$ cat config.mk
export PLATFORM = sky130hd
export DESIGN_NAME = mbox_bridge
export DESIGN_NICKNAME = d
export VERILOG_FILES = /design/src/rtl/mbox_pkg.sv /design/src/rtl/mbox_fifo.sv /design/src/rtl/mbox_datapath.sv /design/src/rtl/mbox_ctrl.sv /design/src/rtl/mbox_bridge.sv
export SDC_FILE = /design/constraint.sdc
export NUM_CORES = 1
export LEC_CHECK = 0
export BUFFER_PORTS_ARGS = -buffer_cell sky130_fd_sc_hd__clkbuf_2
export CAP_MARGIN = 20
export CORE_ASPECT_RATIO = 0.75
export CORE_MARGIN = 10
export CORE_UTILIZATION = 29
export DETAILED_ROUTE_END_ITERATION = 16
export PLACE_DENSITY = 0.45
export SYNTH_ARGS = -nofsm -noshare
export SYNTH_HDL_FRONTEND = slang
export SYNTH_HIERARCHICAL = 1
export SYNTH_SLANG_ARGS = --single-unit
$ cat constraint.sdc
create_clock -name clk -period 2.6 [get_ports clk]
set_input_delay 0.13 -clock clk [delete_from_list [all_inputs] [get_ports clk]]
set_output_delay 0.13 -clock clk [all_outputs]
set_load 0.005 [all_outputs]
$ cat src/rtl/mbox_pkg.sv
package mbox_pkg;

  localparam int WORD_INTR = 0;
  localparam int WORD_DATA = 1;
  localparam int WORD_STAT = 2;
  localparam int NUM_SRC   = 4;

  typedef struct packed {
    logic       txPush;
    logic [7:0] txByte;
    logic       rxPop;
  } mboxStrobe_t;

endpackage

$ cat src/rtl/mbox_fifo.sv
module mbox_fifo #(
  parameter int WIDTH = 8,
  parameter int DEPTH = 8
) (
  input  logic             clk,
  input  logic             rstN,
  input  logic             push,
  input  logic [WIDTH-1:0] wrData,
  input  logic             pop,
  output logic [WIDTH-1:0] rdData,
  output logic             empty,
  output logic             full
);
  localparam int PTR_W = (DEPTH > 1) ? $clog2(DEPTH) : 1;
  localparam int CNT_W = PTR_W + 1;

  logic [WIDTH-1:0] mem [DEPTH];
  logic [PTR_W-1:0] wrPtr, rdPtr;
  logic [CNT_W-1:0] count;
  logic doPush, doPop;

  assign empty  = (count == '0);
  assign full   = (count == CNT_W'(DEPTH));
  assign doPush = push && !full;
  assign doPop  = pop && !empty;
  assign rdData = mem[rdPtr];

  function automatic logic [PTR_W-1:0] nextPtr(input logic [PTR_W-1:0] p);
    return (p == PTR_W'(DEPTH - 1)) ? '0 : p + 1'b1;
  endfunction

  always_ff @(posedge clk) begin
    if (doPush) mem[wrPtr] <= wrData;
  end

  always_ff @(posedge clk) begin
    if (!rstN) begin
      wrPtr <= '0;
      rdPtr <= '0;
      count <= '0;
    end else begin
      if (doPush) wrPtr <= nextPtr(wrPtr);
      if (doPop)  rdPtr <= nextPtr(rdPtr);
      case ({doPush, doPop})
        2'b10:   count <= count + 1'b1;
        2'b01:   count <= count - 1'b1;
        default: count <= count;
      endcase
    end
  end

  // occupancy flags only move when the opposite operation happens
  assert_full_hold_R4: assert property (@(posedge clk) disable iff (!rstN)
    full && !pop |=> full);
  assert_empty_hold_R4: assert property (@(posedge clk) disable iff (!rstN)
    empty && !push |=> empty);

endmodule

$ cat src/rtl/mbox_datapath.sv
module mbox_datapath
  import mbox_pkg::*;
#(
  parameter int DEPTH = 8
) (
  input  logic        clk,
  input  logic        rstN,
  input  mboxStrobe_t strobe,
  output logic        txValid,
  output logic [7:0]  txData,
  input  logic        txReady,
  input  logic        rxValid,
  input  logic [7:0]  rxData,
  output logic        rxReady,
  output logic [7:0]  rxHead,
  output logic        txEmpty,
  output logic        txFull,
  output logic        rxEmpty,
  output logic        rxDrop
);
  logic rxFull;

  mbox_fifo #(.WIDTH(8), .DEPTH(DEPTH)) uTxFifo (
    .clk    (clk),
    .rstN   (rstN),
    .push   (strobe.txPush),
    .wrData (strobe.txByte),
    .pop    (txReady),
    .rdData (txData),
    .empty  (txEmpty),
    .full   (txFull)
  );

  mbox_fifo #(.WIDTH(8), .DEPTH(DEPTH)) uRxFifo (
    .clk    (clk),
    .rstN   (rstN),
    .push   (rxValid),
    .wrData (rxData),
    .pop    (strobe.rxPop),
    .rdData (rxHead),
    .empty  (rxEmpty),
    .full   (rxFull)
  );

  assign txValid = !txEmpty;
  assign rxReady = !rxFull;
  assign rxDrop  = rxValid && rxFull;

  // an offered outbound byte holds until the controller takes it
  assert_tx_hold_R10: assert property (@(posedge clk) disable iff (!rstN)
    txValid && !txReady |=> txValid && $stable(txData));

endmodule

$ cat src/rtl/mbox_ctrl.sv
module mbox_ctrl
  import mbox_pkg::*;
#(
  parameter int ADDR_W = 3
) (
  input  logic              clk,
  input  logic              rstN,
  input  logic              busSel,
  input  logic              busWr,
  input  logic [ADDR_W-1:0] busAddr,
  input  logic [31:0]       busWdata,
  output logic [31:0]       busRdata,
  output logic              irq,
  output mboxStrobe_t       strobe,
  input  logic [7:0]        rxHead,
  input  logic              txEmpty,
  input  logic              txFull,
  input  logic              rxEmpty,
  input  logic              rxDrop
);
  logic wrAccess, rdAccess, wrIntr, wrStat;
  logic ovfFlag;
  logic [NUM_SRC-1:0] condNow, condPrev, reqBits, maskBits, clrBits;
  logic [15:0] unusedWdata;

  assign unusedWdata = busWdata[31:16];
  assign wrAccess = busSel && busWr;
  assign rdAccess = busSel && !busWr;
  assign wrIntr   = wrAccess && (busAddr == ADDR_W'(WORD_INTR));
  assign wrStat   = wrAccess && (busAddr == ADDR_W'(WORD_STAT));

  assign strobe.txPush = wrAccess && (busAddr == ADDR_W'(WORD_DATA));
  assign strobe.txByte = busWdata[15:8];
  assign strobe.rxPop  = rdAccess && (busAddr == ADDR_W'(WORD_DATA));

  assign condNow = {ovfFlag, !rxEmpty, !txFull, txEmpty};
  assign clrBits = wrIntr ? busWdata[NUM_SRC-1:0] : '0;

  always_ff @(posedge clk) begin
    if (!rstN) begin
      ovfFlag  <= 1'b0;
      condPrev <= 4'b0011;
      reqBits  <= '0;
      maskBits <= '0;
    end else begin
      if (rxDrop)                   ovfFlag <= 1'b1;
      else if (wrStat && busWdata[3]) ovfFlag <= 1'b0;
      condPrev <= condNow;
      reqBits  <= (reqBits & ~clrBits) | (condNow & ~condPrev);
      if (wrIntr) maskBits <= busWdata[2*NUM_SRC-1:NUM_SRC];
    end
  end

  assign irq = |(reqBits & maskBits);

  always_comb begin
    busRdata = '0;
    case (busAddr)
      ADDR_W'(WORD_INTR): busRdata = {24'd0, maskBits, reqBits};
      ADDR_W'(WORD_DATA): busRdata = rxEmpty ? 32'd0 : {16'd0, rxHead, 8'd0};
      ADDR_W'(WORD_STAT): busRdata = {28'd0, condNow};
      default:            busRdata = '0;
    endcase
  end

  // overflow is set by a dropped push and held until acknowledged
  assert_ovf_set_R5: assert property (@(posedge clk) disable iff (!rstN)
    rxDrop |=> ovfFlag);
  assert_ovf_sticky_R5: assert property (@(posedge clk) disable iff (!rstN)
    ovfFlag && !(wrStat && busWdata[3]) |=> ovfFlag);

  for (genvar i = 0; i < NUM_SRC; i++) begin : gReqChk
    // a rising condition latches its request bit
    assert_req_rise_R6: assert property (@(posedge clk) disable iff (!rstN)
      $rose(condNow[i]) |=> reqBits[i]);
    // only a write of 1 removes a pending request
    assert_req_sticky_R7: assert property (@(posedge clk) disable iff (!rstN)
      reqBits[i] && !(wrIntr && busWdata[i]) |=> reqBits[i]);
  end

endmodule

$ cat src/rtl/mbox_bridge.sv
module mbox_bridge
  import mbox_pkg::*;
#(
  parameter int ADDR_W = 3,
  parameter int DEPTH  = 8
) (
  input  logic              clk,
  input  logic              rstN,
  input  logic              busSel,
  input  logic              busWr,
  input  logic [ADDR_W-1:0] busAddr,
  input  logic [31:0]       busWdata,
  output logic [31:0]       busRdata,
  output logic              irq,
  output logic              txValid,
  output logic [7:0]        txData,
  input  logic              txReady,
  input  logic              rxValid,
  input  logic [7:0]        rxData,
  output logic              rxReady
);
  mboxStrobe_t strobe;
  logic [7:0] rxHead;
  logic txEmpty, txFull, rxEmpty, rxDrop;

  mbox_ctrl #(.ADDR_W(ADDR_W)) uCtrl (
    .clk      (clk),
    .rstN     (rstN),
    .busSel   (busSel),
    .busWr    (busWr),
    .busAddr  (busAddr),
    .busWdata (busWdata),
    .busRdata (busRdata),
    .irq      (irq),
    .strobe   (strobe),
    .rxHead   (rxHead),
    .txEmpty  (txEmpty),
    .txFull   (txFull),
    .rxEmpty  (rxEmpty),
    .rxDrop   (rxDrop)
  );

  mbox_datapath #(.DEPTH(DEPTH)) uPath (
    .clk     (clk),
    .rstN    (rstN),
    .strobe  (strobe),
    .txValid (txValid),
    .txData  (txData),
    .txReady (txReady),
    .rxValid (rxValid),
    .rxData  (rxData),
    .rxReady (rxReady),
    .rxHead  (rxHead),
    .txEmpty (txEmpty),
    .txFull  (txFull),
    .rxEmpty (rxEmpty),
    .rxDrop  (rxDrop)
  );

endmodule

# --- Word level (Yosys, flattened, before mapping) ---
# Memories as Yosys holds them, arrays and structs flattened. A register that Yosys moved wholly into a read port is not among the register bits.
# Cells that the tools add are included.
totals:
  out_inout_bits: 43
  register_bits: 33
  ram_bits: 128
  n_memories: 2
mem_list:
  columns: ["name", "depth", "word_bits", "rd", "rd_ports_with_merged_regs", "write_ports", "line_no", "source"]
  rows:
  - ["uPath.uRxFifo.mem", 8, 8, 1, 1, 1, "mbox_fifo.sv:17", "logic [WIDTH-1:0] mem [DEPTH];"]
  - ["uPath.uTxFifo.mem", 8, 8, 1, 1, 1, "mbox_fifo.sv:17", null]
op_classes:
  n_reduce_logical: 24
  bitwise_logic: 6
  muxes: 19
  eq_ne: 12
  addsub: 8
ops:
  columns: ["op", "n"]
  rows:
  - ["$pmux W32 S3", 1]
  - ["$mux W3", 8]
  - ["$mux W16", 1]
  - ["$pmux W4 S2", 2]
  - ["$add A3 B1 Y3 const B", 4]
  - ["$and A4 B4 Y4", 3]
  - ["$eq A3 B3 Y1 const B", 4]
  - ["$logic_and A1 B1 Y1", 12]
  - ["$add A4 B1 Y4 const B", 2]
  - ["$eq A4 B4 Y1 const B", 2]
  - ["$logic_not A4 Y1", 2]
  - ["$not A4 Y4", 2]
  - ["$sub A4 B1 Y4 const B", 2]
  - ["$mux W1", 6]
  - ["$reduce_bool A2 Y1", 3]
  - ["$logic_not A1 Y1", 5]
  - ["$eq A2 B1 Y1 const B", 2]
  - ["$eq A2 B2 Y1 const B", 2]
  - ["$mux W4", 1]
  - ["$or A4 B4 Y4", 1]
  - ["$reduce_or A4 Y1", 1]
  - ["$eq A3 B1 Y1 const B", 1]
  - ["$eq A3 B2 Y1 const B", 1]
  - ["$logic_not A3 Y1", 1]

# --- Longest topological paths before layout ---
# Gate-level depths: netlist of the first run.
logic_depth:
  word_depth: 6
  depth_mapped: 11
  ltp_nobuf: 11

# --- Cells and area by module ---
# The synthesis of the first run kept the hierarchy.
by_module_without_submodules:
  columns: ["module", "seq_area_each_um2", "area_each_um2", "cells_each", "instances"]
  rows:
  - ["mbox_fifo at uPath.uRxFifo", 2182.1, 3216.8, 171, 1]
  - ["mbox_fifo at uPath.uTxFifo", 2182.1, 3213.1, 173, 1]
  - ["mbox_ctrl", 260.2, 860.8, 106, 1]
  - ["mbox_datapath", 0.0, 13.8, 3, 1]

# --- Least setup slack after synthesis of the first run ---
# OpenSTA, ideal clock, no wires.
synth_timing:
  path_type: "reg-to-reg"
  startpoint: "register uPath.uTxFifo.count[1]"
  endpoint: "register uPath.uTxFifo.count[2]"
  setup_slack_ns: 0.202
  stages_incl_launch_ff: 11
  arrival_time_ns: 2.323
  setup_ns: 0.076
  t_required_ns: 2.524
  path_buffers: 1
  cell_sequence: "dfxtp_1 > buf_4 > o41ai_2 > inv_1 > ha_1 > xor2_1 > ha_1 > a21oi_1 > xor2_1 > or3_1 > a21boi_0"
synth_between:
  elab_chain_len: 5
  word_cells_on_any_way: 12
  cone_classes: "2 x add/sub; 3 x eq/ne; 1 x mux; 6 x reduce/logical"
synth_lines:
  columns: ["element", "line_no", "source"]
  rows:
  - ["start, declared", "mbox_fifo.sv:19", "logic [CNT_W-1:0] count;"]
  - ["start signal, assigned", "mbox_fifo.sv:45", "2'b10: count <= count + 1'b1;"]
  - ["start signal, assigned", "mbox_fifo.sv:46", "2'b01: count <= count - 1'b1;"]
  - ["start signal, assigned", "mbox_fifo.sv:47", "default: count <= count;"]
  - ["$eq A4 B4 Y1 or $logic_not A4 Y1 (tied branches)", "mbox_fifo.sv:23, mbox_fifo.sv:22", null]
  - ["$logic_not A1 Y1 (on tied branches)", "mbox_fifo.sv:24, mbox_fifo.sv:25", null]
  - ["$logic_and A1 B1 Y1 (on tied branches)", "mbox_fifo.sv:24, mbox_fifo.sv:25", null]
  - ["$eq A2 B1 Y1 or $eq A2 B2 Y1 (tied branches)", "mbox_fifo.sv:44", "case ({doPush, doPop})"]
  - ["$pmux W4 S2 or $reduce_bool A2 Y1 (tied branches)", null, null]
# Several ways; a longest one is shown, not always the timed one.
# A chain may end at the register's enable or synchronous reset.

# --- Final worst setup path of the first run ---
layout_timing:
  startpoint: "register uPath.uRxFifo.count[2]"
  endpoint: "register uPath.uRxFifo.count[2]"
layout_between:
  elab_chain_len: 5
  word_cells_on_any_way: 12
  cone_classes: "2 x add/sub; 3 x eq/ne; 1 x mux; 6 x reduce/logical"
layout_lines:
  columns: ["element", "line_no"]
  rows:
  - ["start, declared", "mbox_fifo.sv:19"]
  - ["start signal, assigned", "mbox_fifo.sv:45"]
  - ["start signal, assigned", "mbox_fifo.sv:46"]
  - ["start signal, assigned", "mbox_fifo.sv:47"]
  - ["$eq A4 B4 Y1 or $logic_not A4 Y1 (tied branches)", "mbox_fifo.sv:23, mbox_fifo.sv:22"]
  - ["$logic_not A1 Y1 (on tied branches)", "mbox_fifo.sv:24, mbox_fifo.sv:25"]
  - ["$logic_and A1 B1 Y1 (on tied branches)", "mbox_fifo.sv:24, mbox_fifo.sv:25"]
  - ["$eq A2 B1 Y1 or $eq A2 B2 Y1 (tied branches)", "mbox_fifo.sv:44"]
  - ["$pmux W4 S2 or $reduce_bool A2 Y1 (tied branches)", null]
# Several ways; a longest one is shown, not always the timed one.

==> results of run 1 <==
-- cell families (layout without fill, tap and decap cells) --
kind of cell	after synthesis	in the layout	share of synthesized area
flops	167	167	0.633
simple gates	115	115	0.0899
mux	60	60	0.156
buf+inv	53	147	0.0510
compound gates	37	37	0.0379
fa+ha+maj	14	14	0.0240
xor+xnor	6	6	0.00719
other cells	1	16	0.000513
-- power by group --
part	total, W	leakage, nW	internal, W	switching (W)
clock	0.00243	0.281	0.00128	0.00115
combinational	0.000314	1.41	0.000155	0.000158
sequential	0.00294	1.47	0.00291	0.0000260
-- cells in the mapped netlist, drive strengths merged --
master  number
nor2b       13
xnor2        2
dfxtp       39
edfxtp     128
a21oi       10
and3         1
a21boi       7
inv          6
nand3b       3
o21ai        7
a32o         1
clkbuf       6
nand2b       8
mux2i       11
a22oi        2
ha          14
nor3        15
mux4        32
o22ai        1
a22o         2
a21bo        2
nor2        10
nor4b        1
a211o        1
buf         41
nand2       27
or3          4
xor2         4
or3b         3
nand3        1
a41oi        1
nand4        1
nor4bb       1
o41ai        3
mux2        17
and2        17
nor3b        5
nor4         5
conb         1
-- how the worst min path moves through the flow --
stage                                         end  slack, ns  depth (start not counted)         from
final                            uCtrl/reqBits[0]       0.03                          3  busWdata[0]
after global routing             uCtrl/reqBits[0]      0.005                          3  busWdata[0]
after CTS                        uCtrl/reqBits[0]      0.007                          3  busWdata[0]
after detailed placement        uCtrl/maskBits[0]       0.38                          3  busWdata[4]
after global placement          uCtrl/maskBits[2]       0.36                          3  busWdata[6]
after floorplan           uPath/uRxFifo/mem[0][0]       0.23                          0    rxData[0]
-- final cells by class --
cell class	count	share of cell area
Tap cell	338	0.0484
Timing Repair Buffer	109	0.0827
Multi-Input combinational cell	248	0.272
Clock buffer	17	0.0487
Inverter	6	0.00258
Clock inverter	15	0.0172
Sequential cell	167	0.529
-- flip-flops by register name, indices dropped and copies added, names as in the netlist, named ones only --
name                 flops
uCtrl/condPrev           4
uPath/uTxFifo/mem       64
uPath/uRxFifo/rdPtr      3
uCtrl/maskBits           4
uPath/uRxFifo/count      4
uPath/uRxFifo/mem       64
uPath/uTxFifo/wrPtr      3
uCtrl/reqBits            4
uCtrl/ovfFlag            1
uPath/uTxFifo/count      4
uPath/uTxFifo/rdPtr      3
uPath/uRxFifo/wrPtr      3
-- what timing repair did --
item	4_1_cts	5_1_grt
setup endpoints to repair	0	1
resized for setup	0	1
hold buffers	21	0
endpoints found under the hold margin	127	0
setup buffers	0	0
-- stage by stage --
step           total power [W]  cells
6_report               0.00568    900
5_1_grt                0.00593    900
4_1_cts                0.00578    900
3_5_place_dp           0.00329    847
3_3_place_gp           0.00328    847
2_1_floorplan          0.00320    468
-- layer usage --
layer  up-vias  wire length [µm]
li1       1913                 -
met4         0                99
met2        61              6920
met5         -                 0
met1      1972              7100
met3         7               654
-- worst max-delay path: cells and delay by family, from the launching register on --
kind	cells	cell delay, ns
fa+ha+maj	2	0.40
xor+xnor	2	0.24
flops	1	0.41
simple gates	1	0.30
compound gates	3	0.81
buf+inv	1	0.16
==> run metrics, run 1 <==
sinks on the clock net=167; pre-CTS setup slack=0.0260 ns; fillers=2424; GP Congestion=0.788; die area=32000 µm²; via count=3953; cell taking the most area after synthesis=edfxtp_1; nature of the critical path endpoint=register; global route hottest layer=met2; Setup-failing EPs final=0; Yosys top cell area share=0.526; post-route cell area=8740 µm²; dpl cell area=7950 µm²; actual slew at the worst max-slew pin=0.723 ns; Hold Vio Cnt, Final=0; first-pass GRT wire length=23.3 mm; Worst Clk Skew=0.0103 ns; fin crit period=2.40 ns; Pre-antenna DRT Iters=4; Peak VDD IR=0.330 mV; Starting Density=0.293; largest net degree at the start of global routing=40; CTS max path bufs=2; initial antenna violation count=0; Pleak=3.16 nW; Fin Setup TNS=0 ns; crit-path max FO=8; Synth area leaders=edfxtp_1, mux4_1, dfxtp_1; diodes inserted=0; critical path's largest stage delay=0.51 ns; CTS buffer count=17; register-to-register setup slack=0.20 ns; crit share post-route=0.924; Critical Path Start=uPath/uRxFifo/count[2]; fin nets=612; Arrival @ worst endpoint=2.74 ns; drt initial violations=188; P per Cell Area=650 nW/µm²; remaining routing DRC violations=0; final WL=14.8 mm; Slowest cell on crit path=o41ai_4; number of global-route vias before repair=4135; commonest non-fill, non-tap cell in the layout=edfxtp_1; root buffer cell=clkbuf_16; HPWL Detailed=9.81 mm; R2R depth=9; core area=24900 µm²; maximum clock frequency=0.416 GHz; Register Area=4620 µm²; status=complete, no violations; drt via density=4.39; Max Cap Viol=0; CP Launch Type=register; Die Width=203 µm; All-Layer GR Usage=0.0961; antenna viol nets, final=0; Clock Pin Slew Worst Setup and Hold Paths=0.07 ns; met3 Use GR=0.0347; Skew-Pair Late Insertion Delay=0.42 ns; CP Cell Sequence=o41ai_4, inv_1, ha_1, xor2_1, ha_1, a21oi_1, xor2_1, or3_1, a21boi_0; number of port buffers=59; Slew Viols, Final=0; GR Util met1=0.124; cell count after synthesis=453; worst hold path type=primary input to register; r2r endpoint=uPath/uRxFifo/count[2]; RSZ-0062 raised after global routing=false; Yosys Warn Count=6; Area Overhead vs Synth=19.7%; Multi-input gate area=2370 µm²; H-tree depth=4; Rel. slew slack=0.514; total grt overflow=0; die height=157 µm; # rows=50; utilization after layout=0.351; CP required=2.94 ns; critical path type=register to register; most frequent cells in the layout=edfxtp_1, clkbuf_2, dfxtp_1; setup ws final=0.197 ns; CTS tree=yes; Synth cell types=50; WL/cell=16.4 µm; Worst Hold Slack=0.0313 ns; Ports=92; sequential-to-total area share from yosys stat=0.633; crit path to=uPath/uRxFifo/count[2]; R2R Path Start=uPath/uRxFifo/count[2]; number of synthesized register bits=167; post-synth design cell area=7300 µm²; syn_area_per_cell=16.1 µm²; M2 GR Usage=0.149; layout cells sized above 1=0.253
(Power assumes the default switching activity.)
==> run 2: changes to the inputs <==
Settings changed: ABC_AREA set to 1, SYNTH_HIERARCHICAL 1 to not set.
==> run 2 against run 1 <==
- combinational power grew to 3.9 times the previous value
- first-iteration DRC count increased by 67%
- clock skew up 0.0069 ns
- clock power up 2%
- synthesized area fell by 4.1%
- global-route usage up 1.5 points
- critical endpoint is now uPath.uTxFifo.count[2]
- highest routed layer unchanged
==> run metrics, run 2 <==
status=complete, no violations (unchanged); RSZ-0062 raised after global routing=false (unchanged); sequential-to-total area share from yosys stat=0.660 (was 0.633); syn_area_per_cell=11.1 µm² (was 16.1 µm²); Pleak=3.28 nW (was 3.16 nW); Multi-input gate area=2060 µm² (was 2370 µm²); die height=155 µm (was 157 µm); crit-path max FO=6 (was 8); Starting Density=0.294 (was 0.293); worst hold path type=primary input to register (unchanged); ys async rst share=0 (unchanged); drt initial violations=314 (was 188); sw frac=0.301 (was 0.235); diodes inserted=0 (unchanged); Slew Viols, Final=0 (unchanged); CTS tree=yes (unchanged); Setup-failing EPs final=0 (unchanged); internal power=0.00477 W (was 0.00435 W); Pre-antenna DRT Iters=4 (unchanged); CP Cell Sequence=nor2_1, nand3_1, nand2_1, inv_1, ha_1, xor2_1, ha_1, a21oi_1, xnor2_1, o21ai_0, inv_1 (was o41ai_4, inv_1, ha_1, xor2_1, ha_1, a21oi_1, xor2_1, or3_1, a21boi_0); Resized cells post-CTS=0 (unchanged); actual slew at the worst max-slew pin=0.538 ns (was 0.723 ns); hold path cells=1 (was 3); Clk pwr share=0.363 (was 0.428); Regs by FF count=uPath.uRxFifo.mem x64, uPath.uTxFifo.mem x64 (was uPath/uRxFifo/mem x64, uPath/uTxFifo/mem x64); M2 GR Usage=0.176 (was 0.149); Synth cell types=33 (was 50); Switch Pwr=0.00205 W (was 0.00133 W); cell taking the most area after synthesis=edfxtp_1 (unchanged); die area=30800 µm² (was 32000 µm²); Max Cap Viol=0 (unchanged); Clock Pin Slew Worst Setup and Hold Paths=0.07 ns (about the same); All-Layer GR Usage=0.112 (was 0.0961); Area Overhead vs Synth=21.8% (was 19.7%); H-tree depth=4 (unchanged); HPWL Detailed=11.3 mm (was 9.81 mm); Slowest cell on crit path=dfxtp_1 (was o41ai_4); Hold Vio Cnt, Final=0 (unchanged); root buffer cell=clkbuf_16 (unchanged); remaining routing DRC violations=0 (unchanged); r2r endpoint=uPath.uTxFifo.count[2] (was uPath/uRxFifo/count[2]); via count=4865 (was 3953); Worst Clk Skew=0.0172 ns (was 0.0103 ns); register-to-register setup slack=0.41 ns (was 0.20 ns); maximum clock frequency=0.456 GHz (was 0.416 GHz); utilization after layout=0.358 (was 0.351); WL/cell=15.7 µm (was 16.4 µm); dominant synthesized flop cell=edfxtp_1 (unchanged); sinks on the clock net=167 (unchanged); count leader, synth=nor2_1 (was edfxtp_1); most frequent cells in the layout=nor2_1, edfxtp_1, o21ai_0 (was edfxtp_1, clkbuf_2, dfxtp_1); antenna viol nets, final=0 (unchanged); P per Cell Area=799 nW/µm² (was 650 nW/µm²); R2R depth=11 (was 9); Peak VDD IR=0.340 mV (was 0.330 mV); number of synthesized register bits=167 (unchanged); layout cells sized above 1=0.171 (was 0.253); setup ws final=0.405 ns (was 0.197 ns); number of port buffers=59 (unchanged); first-pass GRT wire length=26.6 mm (was 23.3 mm); CTS buffer count=17 (unchanged); commonest non-fill, non-tap cell in the layout=nor2_1 (was edfxtp_1); R2R Path Start=uPath.uTxFifo.count[0] (was uPath/uRxFifo/count[2]); Skew-Pair Late Insertion Delay=0.43 ns (was 0.42 ns); drt via density=4.62 (was 4.39); Worst Hold Slack=0.00870 ns (was 0.0313 ns); Post-synth EDFFs=128 (unchanged); Register Area=4620 µm² (unchanged); most frequent cells after synthesis=nor2_1, edfxtp_1, o21ai_0 (was edfxtp_1, dfxtp_1, mux4_1); Arrival @ worst endpoint=2.51 ns (was 2.74 ns); Rel. slew slack=0.641 (was 0.514); met3 Use GR=0.0347 (about the same); Yosys top cell area share=0.549 (was 0.526); critical path type=register to register (unchanged); cell count after synthesis=631 (was 453); fin nets=797 (was 612); fin crit period=2.19 ns (was 2.40 ns); critical path's largest stage delay=0.35 ns (was 0.51 ns); GR Util met1=0.146 (was 0.124); Synth area leaders=edfxtp_1, dfxtp_1, nor2_1 (was edfxtp_1, mux4_1, dfxtp_1); post-synth design cell area=7000 µm² (was 7300 µm²); combinational share of power=0.181 (was 0.055); sequential share of power=0.456 (was 0.517); total grt overflow=0 (unchanged); # rows=49 (was 50); pre-CTS setup slack=0.408 ns (was 0.0260 ns); CP required=2.92 ns (was 2.94 ns); crit share post-route=0.844 (was 0.924); fillers=2330 (was 2424); Die Width=199 µm (was 203 µm); Yosys Warn Count=0 (was 6); number of global-route vias before repair=4987 (was 4135); final WL=16.6 mm (was 14.8 mm); Fin Setup TNS=0 ns (unchanged); Ports=92 (unchanged); Hold Path End=uPath.uTxFifo.mem[2][4] (was uCtrl/reqBits[0]); CTS max path bufs=2 (unchanged); core area=23800 µm² (was 24900 µm²); hold path startpoint=busWdata[12] (was busWdata[0]); GP Congestion=0.771 (was 0.788); global route hottest layer=met2 (unchanged); initial antenna violation count=0 (unchanged); CP Launch Type=register (unchanged); largest net degree at the start of global routing=33 (was 40); nature of the critical path endpoint=register (unchanged)
run 2: cell types whose count changed in the layout (fill, tap and decap cells not counted), sizes merged, moves of 16 or more:
cell,change
o21ai,+67
mux4,-32
inv,+37
o32ai,+16
mux2,-17
nor2,+132
o22ai,+21
nand2,+27
and2,-17
run 2: critical path, delay by kind of cell, from the launching register on:
kind	cells	cell delay [ns]
AOI/OAI and AO/OA	2	0.32
xor gates and xnor gates	2	0.28
adders and majority gates	2	0.47
buffers and inverters	2	0.16
DFF	1	0.35
and+or+nand+nor	3	0.51
run 2: final cells by class:
| cell class | count | share of cell area |
|---|---|---|
| Clock inverter | 15 | 0.0196 |
| Sequential cell | 167 | 0.542 |
| Timing Repair Buffer | 108 | 0.0839 |
| Tap cell | 306 | 0.0449 |
| Inverter | 42 | 0.0185 |
| Clock buffer | 17 | 0.0498 |
| Multi-Input combinational cell | 399 | 0.241 |
run 2: worst max path at each step:
stage / from / to / slack (ns)
after CTS: register / txData[0] / 0.38
after global routing: uPath.uTxFifo.count[0] / uPath.uTxFifo.count[2] / 0.16
final: uPath.uTxFifo.count[0] / uPath.uTxFifo.count[2] / 0.41
after floorplan: uPath.uTxFifo.count[0] / uPath.uTxFifo.mem[0][0] / 0.65
after global placement: uPath.uTxFifo.count[0] / uPath.uTxFifo.count[2] / 0.47
after detailed placement: uPath.uTxFifo.count[0] / uPath.uTxFifo.count[2] / 0.41
run 2: what timing repair did:
| item | CTS | global route |
|---|---|---|
| hold buffers | 21 | 0 |
| buffers inserted | 0 | 0 |
| hold endpoints to repair | 117 | 0 |
run 2: cells by family (layout without fill, tap and decap cells):
family / count (synthesis) / in the layout / share of synthesized area
simple gates: 227 / 227 / 0.140
buf+inv: 80 / 182 / 0.0536
compound gates: 137 / 137 / 0.115
flops: 167 / 167 / 0.660
xor+xnor: 6 / 6 / 0.00750
other cells: 1 / 16 / 0.000535
fa+ha+maj: 13 / 13 / 0.0232
run 2: power groups by stage:
stage	Clock [W]	Combinational, W	Sequential (W)
after CTS	0.00255	0.00126	0.00311
after floorplan	0	0.000832	0.00311
after detailed placement	0	0.00123	0.00317
after global routing	0.00267	0.00142	0.00313
after global placement	0	0.00119	0.00317
final	0.00248	0.00123	0.00311
run 2: per-stage QoR:
stage	total power, W	area [µm²]	instances
after global placement	0.00435	7730	1001
after floorplan	0.00394	7060	646
after CTS	0.00693	8530	1054
after detailed placement	0.00440	7730	1001
final	0.00682	8530	1054
after global routing	0.00721	8530	1054
run 2: layer usage:
metal | vias to the layer above | share of wire | wire length (µm)
met4 | 0 | 0.0066 | 109
met3 | 10 | 0.053 | 870
li1 | 2402 | - | -
met1 | 2353 | 0.48 | 7890
met2 | 100 | 0.46 | 7690
met5 | - | 0 | 0
==> run 3: changes to the inputs <==
Settings changed: ABC_AREA 1 to 0, PLACE_DENSITY 0.45 to 0.46.
Clock period 2.6 ns to 1.9 ns, I/O delays scaled along.
==> run 3 against run 2 <==
- the flow now finishes with violations (setup timing)
- sequential share of layout area is 4.5 points lower
- first-iteration DRC count is 41% lower
- utilization is 3.4 points higher
- critical path type unchanged
- critical endpoint unchanged
- largest cell class unchanged
==> run metrics, run 3 <==
Peak VDD IR=0.529 mV (was 0.340 mV); CP Launch Type=register (unchanged); via count=4080 (was 4865); ys async rst share=0 (unchanged); cell count after synthesis=449 (was 631); Worst Hold Slack=0.0617 ns (was 0.00870 ns); R2R Path Start=uPath.uTxFifo.count[1] (was uPath.uTxFifo.count[0]); CP required=2.25 ns (was 2.92 ns); worst hold path type=primary input to register (unchanged); status=finished, violations left (was complete, no violations); antenna viol nets, final=0 (unchanged); Pleak=3.26 nW (was 3.28 nW); root buffer cell=clkbuf_16 (unchanged); Skew-Pair Late Insertion Delay=0.42 ns (was 0.43 ns); CP Cell Sequence=or4_4, nand2_4, inv_4, ha_4, xor2_1, ha_2, a21oi_2, xor2_1, or3_1, a21boi_2 (was nor2_1, nand3_1, nand2_1, inv_1, ha_1, xor2_1, ha_1, a21oi_1, xnor2_1, o21ai_0, inv_1); count leader, synth=edfxtp_1 (was nor2_1); GP Congestion=0.772 (was 0.771); die area=30800 µm² (about the same); core area=23800 µm² (unchanged); fillers=2196 (was 2330); CTS tree=yes (unchanged); Regs by FF count=uPath.uRxFifo.mem x64, uPath.uTxFifo.mem x64 (unchanged); failing checks=setup timing; cell taking the most area after synthesis=edfxtp_1 (unchanged); Setup-failing EPs final=29 (was 0); final WL=15.2 mm (was 16.6 mm); fin crit period=2.23 ns (was 2.19 ns); Clock Pin Slew Worst Setup and Hold Paths=0.07 ns (about the same); Area Overhead vs Synth=33.5% (was 21.8%); number of port buffers=59 (unchanged); H-tree depth=4 (unchanged); fin nets=651 (was 797); most frequent cell on the critical path=xor2_1; Post-Synth XOR/XNOR Area=0.00625 (was 0.00750); CTS max path bufs=2 (unchanged); Ports=92 (unchanged); multiplexer area fraction after synthesis=0.144 (was 0); hold path startpoint=busWdata[3] (was busWdata[12]); RSZ-0062 raised after global routing=true (was false); Simple-Gate Fraction of Synth Area=0.0964 (was 0.140); most frequent cells in the layout=edfxtp_1, clkbuf_2, buf_4 (was nor2_1, edfxtp_1, o21ai_0); Starting Density=0.294 (about the same); initial antenna violation count=0 (unchanged); Synth Area in Adders=0.0232 (about the same); most frequent cells after synthesis=edfxtp_1, dfxtp_1, mux4_2 (was nor2_1, edfxtp_1, o21ai_0); sinks on the clock net=167 (unchanged); Synth cell types=46 (was 33); Worst Clk Skew=0.00997 ns (was 0.0172 ns); sequential-to-total area share from yosys stat=0.660 (about the same); Hold Vio Cnt, Final=0 (unchanged); # rows=49 (unchanged); P per Cell Area=841 nW/µm² (was 799 nW/µm²); syn_area_per_cell=15.6 µm² (was 11.1 µm²); total grt overflow=0 (unchanged); actual slew at the worst max-slew pin=0.652 ns (was 0.538 ns); diodes inserted=0 (unchanged); Yosys Warn Count=0 (unchanged); Slowest cell on crit path=or4_4 (was dfxtp_1); post-route cell area=9350 µm² (was 8530 µm²); Buf+Inv Stages, Crit Path=1 (was 2); crit share post-route=1.17 (was 0.844); commonest non-fill, non-tap cell in the layout=edfxtp_1 (was nor2_1); drt via density=4.49 (was 4.62); All-Layer GR Usage=0.103 (was 0.112); critical path type=register to register (unchanged); Arrival @ worst endpoint=2.57 ns (was 2.51 ns); first-pass GRT wire length=24.4 mm (was 26.6 mm); Max Cap Viol=0 (unchanged); compound-gate portion of the synthesized area=0.0330 (was 0.115); Critical Path Start=uPath.uTxFifo.count[1] (was uPath.uTxFifo.count[0]); crit-path max FO=5 (was 6); maximum clock frequency=0.449 GHz (was 0.456 GHz); largest net degree at the start of global routing=39 (was 33); Die Width=199 µm (about the same); dpl cell area=8250 µm² (was 7730 µm²); die height=155 µm (about the same); Yosys top cell area share=0.549 (about the same); Pre-antenna DRT Iters=4 (unchanged); number of synthesized register bits=167 (unchanged); number of global-route vias before repair=4441 (was 4987); largest family of logic cells by synthesized area=multiplexers (was simple AND/OR/NAND/NOR gates); HPWL Detailed=10.3 mm (was 11.3 mm); layout cells sized above 1=0.407 (was 0.171); nature of the critical path endpoint=register (unchanged); Post-synth EDFFs=128 (unchanged); CTS buffer count=17 (unchanged); family with the most delay on the worst path=simple AND/OR/NAND/NOR gates (unchanged); Slew Viols, Final=0 (unchanged); critical path's largest stage delay=0.55 ns (was 0.35 ns); WL/cell=16.8 µm (was 15.7 µm); setup ws final=-0.327 ns (was 0.405 ns); drt initial violations=184 (was 314); Synth area leaders=edfxtp_1, dfxtp_1, mux4_2 (was edfxtp_1, dfxtp_1, nor2_1); Rel. slew slack=0.565 (was 0.641); dominant synthesized flop cell=edfxtp_1 (unchanged); remaining routing DRC violations=0 (unchanged); post-synth design cell area=7010 µm² (was 7000 µm²)
==> run 3: cell count changes in the layout (fill, tap and decap cells not counted), sizes merged, moves of 20 or more <==
| cell | before | now |
|---|---|---|
| inv | 51 | 13 |
| buf | 28 | 65 |
| o22ai | 22 | 0 |
| nor2b | 0 | 23 |
| o21ai | 74 | 5 |
| nor2 | 142 | 22 |
| nand2 | 54 | 20 |
| mux4 | 0 | 32 |
| mux2i | 0 | 20 |
==> run 3: timing repair <==
item                                    4_1_cts  5_1_grt
endpoints found under the setup margin       89       74
cloned                                        2        0
endpoints found under the hold margin       135        0
hold buffers                                 23        0
pin swaps                                     8        9
gates resized for setup                      25       22
buffers inserted                              6        3
==> run 3: metal layers <==
metal / GRT usage / up-vias / part of all wire
met5: 0 / - / 0
met4: 0.0263 / 0 / 0.0079
met3: 0.0360 / 7 / 0.042
li1: - / 1970 / -
met2: 0.159 / 56 / 0.47
met1: 0.133 / 2047 / 0.48
==> run 3: cells by family after synthesis <==
logic type	after synthesis
AOI/OAI and AO/OA	36
xor gates and xnor gates	5
adders and majority gates	13
buffers and inverters	47
DFF	167
muxes	60
other	1
and+or+nand+nor	120
==> run 3: where the power goes <==
group / total [W] / internal [W] / switching (W)
combinational: 0.000539 / 0.000285 / 0.000254
clock: 0.00331 / 0.00175 / 0.00156
sequential: 0.00402 / 0.00398 / 0.0000386
==> run 3: final timing paths <==
path,to,slack [ns],depth (start not counted)
worst max-delay path,uPath.uTxFifo.count[2],-0.33,10
worst min register to register,uPath.uTxFifo.rdPtr[2],0.50,2
worst min-delay path,uCtrl.reqBits[3],0.06,4
worst max register to register,uPath.uTxFifo.count[2],-0.33,10
==> run 3: worst min-delay path, delay by kind of cell <==
| kind | cells | cell delay, ns |
|---|---|---|
| AOI/OAI and AO/OA | 1 | 0.06 |
| buffers and inverters | 1 | 0.09 |
| and+or+nand+nor | 2 | 0.18 |
==> run 3: area by class of cell <==
cell class,instances,area (µm²),share of cell area
Clock inverter,15,155,0.0166
Inverter,7,33.8,0.00361
Clock buffer,17,425,0.0455
Multi-Input combinational cell,250,2520,0.269
Tap cell,306,383,0.0409
Sequential cell,167,4640,0.496
Timing Repair Buffer,146,1190,0.128
==> run 3: through the flow <==
stage | power, W | std cells | utilization | setup TNS [ns] | setup slack [ns]
after floorplan | 0.00436 | 464 | - | -2.82 | -0.458
after global placement | 0.00453 | 843 | 0.346 | -11.38 | -0.366
after detailed placement | 0.00455 | 843 | 0.346 | -14.11 | -0.408
after CTS | 0.00797 | 906 | 0.388 | -3.89 | -0.304
after global routing | 0.00821 | 908 | 0.392 | -6.33 | -0.411
final | 0.00786 | 908 | 0.392 | -2.78 | -0.327
